## config.mk

```make
export PLATFORM = sky130hd
export DESIGN_NAME = ea_gen
export DESIGN_NICKNAME = d
export VERILOG_FILES = /design/src/rtl/ea_pkg.sv /design/src/rtl/ea_direct.sv /design/src/rtl/ea_fetch.sv /design/src/rtl/ea_gen.sv
export SDC_FILE = /design/constraint.sdc
export NUM_CORES = 1
export LEC_CHECK = 0
export CORE_MARGIN = 8
export CORE_UTILIZATION = 49
export CTS_CLUSTER_DIAMETER = 120
export DETAILED_ROUTE_END_ITERATION = 7
export GPL_ROUTABILITY_DRIVEN = 0
export PLACE_DENSITY = 0.81
export REMOVE_ABC_BUFFERS = 1
export SLEW_MARGIN = 20
export SYNTH_ARGS = -nofsm -noshare
export SYNTH_HDL_FRONTEND = slang
export SYNTH_SLANG_ARGS = --single-unit
export TNS_END_PERCENT = 30
```

## constraint.sdc

```tcl
create_clock -name clk -period 3.3 [get_ports clk]
set_input_delay 0.495 -clock clk [delete_from_list [all_inputs] [get_ports clk]]
set_output_delay 0.495 -clock clk [all_outputs]
set_load 0.01 [all_outputs]
```

## src/rtl/ea_pkg.sv

```systemverilog
package ea_pkg;
  typedef enum logic [3:0] {
    M_ACC   = 4'd0,
    M_IMP   = 4'd1,
    M_IMM   = 4'd2,
    M_ZP    = 4'd3,
    M_ZPX   = 4'd4,
    M_ZPY   = 4'd5,
    M_REL   = 4'd6,
    M_ABS   = 4'd7,
    M_ABSX  = 4'd8,
    M_ABSY  = 4'd9,
    M_IND   = 4'd10,
    M_PREX  = 4'd11,
    M_POSTY = 4'd12
  } mode_e;

  typedef enum logic [1:0] {
    K_NONE = 2'd0,
    K_IMM  = 2'd1,
    K_REL  = 2'd2,
    K_ADDR = 2'd3
  } kind_e;

  function automatic logic needs_fetch(input logic [3:0] m);
    return (m == M_IND) || (m == M_PREX) || (m == M_POSTY);
  endfunction
endpackage

```

## src/rtl/ea_direct.sv

```systemverilog
module ea_direct
  import ea_pkg::*;
#(
  parameter int DW = 8
) (
  input  logic [3:0]      mode_i,
  input  logic [DW-1:0]   lo_i,
  input  logic [DW-1:0]   hi_i,
  input  logic [DW-1:0]   x_i,
  input  logic [DW-1:0]   y_i,
  output logic [1:0]      kind_o,
  output logic [1:0]      len_o,
  output logic [2*DW-1:0] val_o
);
  localparam int AW = 2 * DW;

  logic [AW-1:0] abs_w;
  logic [DW-1:0] zp_x;
  logic [DW-1:0] zp_y;

  assign abs_w = {hi_i, lo_i};
  assign zp_x  = lo_i + x_i;   // page-zero wrap by width
  assign zp_y  = lo_i + y_i;

  always_comb begin
    kind_o = K_NONE;
    len_o  = 2'd0;
    val_o  = '0;
    case (mode_i)
      M_IMM: begin
        kind_o = K_IMM;  len_o = 2'd1; val_o = {{DW{1'b0}}, lo_i};
      end
      M_REL: begin
        kind_o = K_REL;  len_o = 2'd1; val_o = {{DW{lo_i[DW-1]}}, lo_i};
      end
      M_ZP: begin
        kind_o = K_ADDR; len_o = 2'd1; val_o = {{DW{1'b0}}, lo_i};
      end
      M_ZPX: begin
        kind_o = K_ADDR; len_o = 2'd1; val_o = {{DW{1'b0}}, zp_x};
      end
      M_ZPY: begin
        kind_o = K_ADDR; len_o = 2'd1; val_o = {{DW{1'b0}}, zp_y};
      end
      M_ABS: begin
        kind_o = K_ADDR; len_o = 2'd2; val_o = abs_w;
      end
      M_ABSX: begin
        kind_o = K_ADDR; len_o = 2'd2; val_o = abs_w + {{DW{1'b0}}, x_i};
      end
      M_ABSY: begin
        kind_o = K_ADDR; len_o = 2'd2; val_o = abs_w + {{DW{1'b0}}, y_i};
      end
      default: begin
        kind_o = K_NONE; len_o = 2'd0; val_o = '0;
      end
    endcase
  end
endmodule

```

## src/rtl/ea_fetch.sv

```systemverilog
module ea_fetch
  import ea_pkg::*;
#(
  parameter int DW = 8
) (
  input  logic            clk,
  input  logic            rst_n,
  input  logic            go_i,
  input  logic [3:0]      mode_i,
  input  logic [DW-1:0]   lo_i,
  input  logic [DW-1:0]   hi_i,
  input  logic [DW-1:0]   x_i,
  input  logic [DW-1:0]   y_i,
  input  logic [DW-1:0]   rd_data_i,
  output logic            rd_req_o,
  output logic [2*DW-1:0] rd_addr_o,
  output logic            busy_o,
  output logic            fin_o,
  output logic [1:0]      len_o,
  output logic [2*DW-1:0] ptr_o
);
  localparam int AW = 2 * DW;

  typedef enum logic [1:0] {S_IDLE, S_LO, S_HI, S_WAIT} st_e;

  st_e           st_q;
  logic [AW-1:0] base_q;
  logic [DW-1:0] post_q;
  logic [DW-1:0] lob_q;
  logic          two_q;
  logic [AW-1:0] base_d;
  logic [DW-1:0] pre_sum;

  assign pre_sum = lo_i + x_i;

  always_comb begin
    case (mode_i)
      M_IND:   base_d = {hi_i, lo_i};
      M_PREX:  base_d = {{DW{1'b0}}, pre_sum};
      default: base_d = {{DW{1'b0}}, lo_i};
    endcase
  end

  always_ff @(posedge clk) begin
    if (!rst_n) begin
      st_q   <= S_IDLE;
      base_q <= '0;
      post_q <= '0;
      lob_q  <= '0;
      two_q  <= 1'b0;
    end else begin
      case (st_q)
        S_IDLE: if (go_i) begin
          base_q <= base_d;
          post_q <= (mode_i == M_POSTY) ? y_i : '0;
          two_q  <= (mode_i == M_IND);
          st_q   <= S_LO;
        end
        S_LO:   st_q <= S_HI;
        S_HI: begin
          lob_q <= rd_data_i;
          st_q  <= S_WAIT;
        end
        default: st_q <= S_IDLE;
      endcase
    end
  end

  assign rd_req_o  = (st_q == S_LO) || (st_q == S_HI);
  assign rd_addr_o = (st_q == S_LO) ? base_q :
                     (st_q == S_HI) ? base_q + AW'(1) : '0;
  assign busy_o    = (st_q != S_IDLE);
  assign fin_o     = (st_q == S_WAIT);
  assign len_o     = two_q ? 2'd2 : 2'd1;
  assign ptr_o     = {rd_data_i, lob_q} + {{DW{1'b0}}, post_q};
endmodule

```

## src/rtl/ea_gen.sv

```systemverilog
module ea_gen
  import ea_pkg::*;
#(
  parameter int DATA_W = 8
) (
  input  logic                clk,
  input  logic                rst_n,
  input  logic                start_i,
  input  logic [3:0]          mode_i,
  input  logic [DATA_W-1:0]   op_lo_i,
  input  logic [DATA_W-1:0]   op_hi_i,
  input  logic [DATA_W-1:0]   idx_x_i,
  input  logic [DATA_W-1:0]   idx_y_i,
  input  logic [DATA_W-1:0]   rd_data_i,
  output logic                rd_req_o,
  output logic [2*DATA_W-1:0] rd_addr_o,
  output logic                busy_o,
  output logic                done_o,
  output logic [1:0]          kind_o,
  output logic [1:0]          len_o,
  output logic [2*DATA_W-1:0] value_o
);
  localparam int AW = 2 * DATA_W;

  logic          accept;
  logic          ptr_mode;
  logic [1:0]    dir_kind;
  logic [1:0]    dir_len;
  logic [AW-1:0] dir_val;
  logic          fin;
  logic [1:0]    f_len;
  logic [AW-1:0] f_ptr;

  assign accept   = start_i && !busy_o;
  assign ptr_mode = needs_fetch(mode_i);

  ea_direct #(.DW(DATA_W)) u_direct (
    .mode_i (mode_i),
    .lo_i   (op_lo_i),
    .hi_i   (op_hi_i),
    .x_i    (idx_x_i),
    .y_i    (idx_y_i),
    .kind_o (dir_kind),
    .len_o  (dir_len),
    .val_o  (dir_val)
  );

  ea_fetch #(.DW(DATA_W)) u_fetch (
    .clk       (clk),
    .rst_n     (rst_n),
    .go_i      (accept && ptr_mode),
    .mode_i    (mode_i),
    .lo_i      (op_lo_i),
    .hi_i      (op_hi_i),
    .x_i       (idx_x_i),
    .y_i       (idx_y_i),
    .rd_data_i (rd_data_i),
    .rd_req_o  (rd_req_o),
    .rd_addr_o (rd_addr_o),
    .busy_o    (busy_o),
    .fin_o     (fin),
    .len_o     (f_len),
    .ptr_o     (f_ptr)
  );

  always_ff @(posedge clk) begin
    if (!rst_n) begin
      done_o  <= 1'b0;
      kind_o  <= K_NONE;
      len_o   <= 2'd0;
      value_o <= '0;
    end else if (fin) begin
      done_o  <= 1'b1;
      kind_o  <= K_ADDR;
      len_o   <= f_len;
      value_o <= f_ptr;
    end else if (accept && !ptr_mode) begin
      done_o  <= 1'b1;
      kind_o  <= dir_kind;
      len_o   <= dir_len;
      value_o <= dir_val;
    end else begin
      done_o  <= 1'b0;
    end
  end
endmodule

```

==> results of run 1 <==
==> stage by stage <==
step	instance area (sq um)	hold WS, ns
global route	6140	0.529
detailed placement	5960	0.479
CTS	6060	0.493
global placement	5960	0.450
floorplan	4660	0.479
finish	6140	0.483
==> worst reg2reg max path, delay by kind of cell (launching register included) <==
kind            cells  cell delay, ns
compound gates      4            0.80
fa+ha+maj           2            0.57
flops               1            0.36
simple gates        2            0.33
xor+xnor            1            0.15
buf+inv             1            0.05
==> report_power, final <==
part           total (uW)  internal [uW]  switching, uW
Clock                 419            157            262
Sequential            790            742           47.2
Combinational         992            452            541
==> cell usage after synthesis (10+ instances only) <==
library cell	number	area, sq um
dfxtp_1	56	1120
nand2_1	55	206
a21oi_1	44	220
nor2_1	39	146
ha_1	37	463
o21ai_0	35	175
nor2b_1	34	213
clkbuf_1	22	82.6
a22oi_1	21	158
nand3_1	21	105
xnor2_1	19	166
mux2i_1	18	180
xor2_1	18	158
and3_1	14	87.6
inv_1	14	52.6
a21o_1	12	90.1
o21a_1	12	90.1
a31oi_1	10	62.6
==> flip-flops by register name, summed over array words and instances, names as in the netlist <==
name,count
u_fetch.base_q,16
value_o,16
u_fetch.lob_q,8
u_fetch.post_q,8
kind_o,2
len_o,2
u_fetch.st_q,2
done_o,1
u_fetch.two_q,1
==> timing repair <==
action | in CTS | in global routing
pin swaps | 0 | 5
endpoints found under the setup margin | 3 | 16
hold buffers | 0 | 0
setup buffers | 0 | 1
resized for setup | 1 | 20
==> cell families after synthesis <==
kind of cell               after synthesis  share of synthesized area
xor gates and xnor gates                37                     0.0677
and+or+nand+nor                        204                      0.220
buffers and inverters                   46                     0.0389
AOI/OAI and AO/OA                      189                      0.267
DFF                                     56                      0.234
adders and majority gates               41                      0.113
muxes                                   27                     0.0588
==> per-layer routing <==
metal / track usage / routed length, um
met1: 0.258 / 6000
met2: 0.375 / 7190
met3: 0.0399 / 1150
met4: 0.122 / 680
met5: 0 / 0
==> cell usage in the layout, fill, tap and decap left out, types with 3 or more instances in the layout <==
cell type         n
mux2i_1          18
mux2_2            9
nor2_2            3
nand2_1          55
a21boi_0          3
xnor2_1          19
o21bai_1          3
dfxtp_1          56
a31oi_1          10
o21a_1           12
clkbuf_8          5
xor2_1           18
nand2b_1          5
a21o_1           12
and3_1           13
or2_2             4
nor2_1           36
nand4_1           4
or3_1             4
a22oi_1          21
o21ai_0          34
a21oi_2           4
o211ai_1          3
dlymetal6s2s_1    3
nor3b_1           3
a221oi_1          4
a222oi_1          3
fa_1              3
nor2b_1          34
a211oi_1          6
nand3_1          21
nor3_1            7
a21oi_1          40
o211a_1           5
clkdlybuf4s50_1  82
ha_1             36
inv_1            14
buf_4            39
==> cell type report <==
| cell class | instances | area (sq um) | share of cell area |
|---|---|---|---|
| multi-input cells | 498 | 3550 | 0.579 |
| well taps | 133 | 166 | 0.0271 |
| repair buffers | 124 | 1150 | 0.187 |
| clock buffers | 5 | 68.8 | 0.0112 |
| inverters | 14 | 52.6 | 0.00856 |
| flip-flops and latches | 56 | 1120 | 0.183 |
| clock inverters | 3 | 27.5 | 0.00448 |
==> final timing paths <==
kind                         endpoint  cells past startpoint                      startpoint
max          value_o[10]$_SDFFE_PN0P_                     14                       mode_i[0]
min reg2reg     len_o[1]$_SDFFE_PN0P_                      2           len_o[1]$_SDFFE_PN0P_
min             len_o[1]$_SDFFE_PN0P_                      2           len_o[1]$_SDFFE_PN0P_
max reg2reg  value_o[14]$_SDFFE_PN0P_                     10  u_fetch.post_q[0]$_SDFFE_PN0P_
==> results.cfg, run 1 <==
[synthesis]
async_flop_share = 0
synth-edff-count = 0
synthesis.area_sq_mm = 0.00479
syn_avg_cell_area_sq_um = 7.98
yosys_warnings = 0
ys.flop_type = dfxtp_1
ys_types = 66
synth_cells = 600
yosysSeqAreaShare = 0.234
ys_ff_latch = 56

[critical_path]
ff2ff_setup_slack_ns = 0.93
crit_type = primary input to register
cp_max_fo = 6
cp-end-kind = register
slowest_stage = clkdlybuf4s50_1
cp_num_buf_inv = 3
start_kind = primary input
critPathTopFamily = compound AO/OA/AOI/OAI gates
cp.required_ns = 3.53
critical_path_arrival_ns = 3.52
max_stage_delay_ns = 0.49
crit_chain = clkdlybuf4s50_1, and3_4, buf_4, mux2_2, ha_2, inv_1, fa_2, nand3b_1, a21o_1, a211oi_2, xor2_1, a221oi_1, o21ai_1, and3_1

[die]
fp.dieW_um = 115
coreArea_sq_mm = 0.00964
start_util = 0.497
io_pins = 86
num_rows = 36
dieArea_sq_mm = 0.0132
die_y_um = 115

[global_routing]
overflow = 0
grt_pass1_vias = 4994
grt_pass1_wl_um = 23800
antenna_found_initial = 0
grt_max_degree = 36
grtUsageTotal = 0.221

[clock_tree]
htreeDepth = 2
cts_inserted_buffers = 5
cts_tree = done
clk_path_buf_depth = 2
clk_latency_ns = 0.33
clk_pin_slew_ns = 0.11
cts.sinks = 56
cts-root-buf = clkbuf_8

[finish]
drive_gt1_frac = 0.119
instances_no_fill = 833
utilization = 0.637
diodes = 0
area_growth_pct = 28.2
fillCellCount = 847
finalNetCount = 787

[timing]
slew_violations = 0
setup_slack_ns = 0.00620
hold_viol_final = 0
max-slew-margin-rel = 0.536
period_needed_ns = 3.29
fin_tns_setup_ns = 0
finalSetupViolations = 0
clock.fmax_mhz = 304
fin_crit_sh = 0.998
worst_pin_slew_ns = 0.691
fin_skew_ns = 0.00963

[power]
ir_worst_vdd_mv = 0.178
powerDensity_mw_per_mm2 = 358
leakage_uw = 0.00244
fin_total_pwr_uw = 2200

[placement]
place_inst = 824
dpl_worst_slack_ns = -0.335
dpl.hpwl_um = 11800
portBuffers = 85

[routing]
ant_nets = 0
dr.pass1.iters = 5
drc = 0
vias = 5075
wl_um = 15000
wire_per_inst_um = 18.0
viasPerCell = 6.09
drt_iter0_drc = 415

[flow_run]
cap_violations = 0

[hold_path]
hold_class = register to register

[run_status]
status = complete, no violations
No activity file was read; power rests on OpenSTA's default activity.
==> run 2: changes to the inputs <==
- CORE_UTILIZATION: 49 -> 59
- DONT_BUFFER_PORTS: not set -> 1
==> run 2 against run 1 <==
  * Power shrank 10%
  * Clock power grew 12%
  * Global-route usage grew 1.8 points
  * Sequential share of layout area grew 4.3 points
  * Design area shrank 19%
  * Flip-flop and latch count is the same
  * Fmax grew 4.8%
  * Sequential power grew 3.4%
  * Combinational power shrank 30%
  * Critical path depth shrank 4
==> results.cfg, run 2 (synthesized netlist as in run 1, its figures left out) <==
[clock_tree]
clk_pin_slew_ns = 0.11
cts-root-buf = clkbuf_8
clk_latency_ns = 0.32
post-cts-setup-buffer-count = 0
cts.sinks = 56
cts_tree = done
clk_path_buf_depth = 2
cts_resized = 0
htreeDepth = 2
cts_inserted_buffers = 5
hold_buffers = 0

[routing]
viasPerCell = 6.67
drc = 0
wire_per_inst_um = 20.0
dr.pass1.iters = 5
drt_iter0_drc = 361
wl_um = 13800
vias = 4599
ant_nets = 0

[timing]
clock.fmax_mhz = 318
finalSetupViolations = 0
timing.hold.ws_ns = 0.301
setup_slack_ns = 0.157
fin_crit_sh = 0.953
max-slew-margin-rel = 0.370
worst_pin_slew_ns = 0.945
fin_skew_ns = 0.0174
period_needed_ns = 3.14
hold_viol_final = 0
slew_violations = 0
fin_tns_setup_ns = 0
rsz0062_at_grt = false

[critical_path]
cp_max_fo = 16
start_kind = primary input
ff2ff_setup_slack_ns = 0.88
cp-end-kind = register
cp-startpoint = mode_i[1]
critical_path_arrival_ns = 3.37
r2r-start = u_fetch.lob_q[0]$_SDFFE_PN0P_
cp.required_ns = 3.52
crit_type = primary input to register

[finish]
drive_gt1_frac = 0.0667
fin_area_sq_mm = 0.00497
diodes = 0
final_common_cell = dfxtp_1
top_regs = u_fetch.base_q: 16 flops, value_o: 16 flops
finalNetCount = 672
fillCellCount = 700
final_cell_mix = dfxtp_1, nand2_1, a21oi_1
area_growth_pct = 3.68

[die]
io_pins = 86
coreArea_sq_mm = 0.00805
start_util = 0.595
die_y_um = 106
fp.dieW_um = 106
dieArea_sq_mm = 0.0113
num_rows = 33

[flow_run]
cap_violations = 0

[placement]
dpl.hpwl_um = 10700
dpl_worst_slack_ns = -0.104
portBuffers = 0
placed_area_sq_mm = 0.00485

[global_routing]
grt_pass1_wl_um = 22200
overflow = 0
antenna_found_initial = 0
grtUsageTotal = 0.239
grt_max_degree = 60
grt_pass1_vias = 4435

[run_status]
status = complete, no violations

[hold_path]
worstHoldStart = rst_n
hold_class = primary input to register

[power]
leakage_uw = 0.00196
powerDensity_mw_per_mm2 = 399
ir_worst_vdd_mv = 0.202
run 2: report_power, final:
part,switching [uW],total (uW),internal [uW]
Clock,241,471,230
Combinational,423,694,270
Sequential,74.4,817,743
run 2: critical path: stages:
cell and delay [ns]:
nor2_1 0.14, and3_1 0.42, mux2_2 0.40, ha_1 0.32
a21o_1 0.22, a221oi_2 0.45, o221ai_2 0.27, a41oi_1 0.27
a21oi_1 0.10, a311o_1 0.27
run 2: final timing paths:
check	endpoint	cells after the start
max reg2reg	value_o[14]$_SDFFE_PN0P_	10
min	value_o[3]$_SDFFE_PN0P_	2
min reg2reg	len_o[1]$_SDFFE_PN0P_	2
max	value_o[15]$_SDFFE_PN0P_	10
run 2: layout make-up:
class | instances | area, sq um | share of cell area
clock buffers | 6 | 72.6 | 0.0146
clock inverters | 2 | 38.8 | 0.00781
inverters | 14 | 52.6 | 0.0106
multi-input cells | 498 | 3480 | 0.701
flip-flops and latches | 56 | 1120 | 0.226
well taps | 105 | 131 | 0.0265
repair buffers | 9 | 67.6 | 0.0136
run 2: per-layer routing:
| layer | global-route usage | vias up | wire length, um |
|---|---|---|---|
| met2 | 0.379 | 240 | 6270 |
| met5 | 0 | - | 0 |
| met3 | 0.0811 | 49 | 1500 |
| li1 | - | 2167 | - |
| met4 | 0.129 | 0 | 542 |
| met1 | 0.280 | 2143 | 5510 |
run 2: stage by stage:
stage / utilization / total power, uW / cells
floorplan: - / 1330 / 568
global placement: 0.603 / 1480 / 682
detailed placement: 0.603 / 1510 / 682
CTS: 0.617 / 1980 / 690
global route: 0.617 / 2090 / 690
finish: 0.617 / 1980 / 690
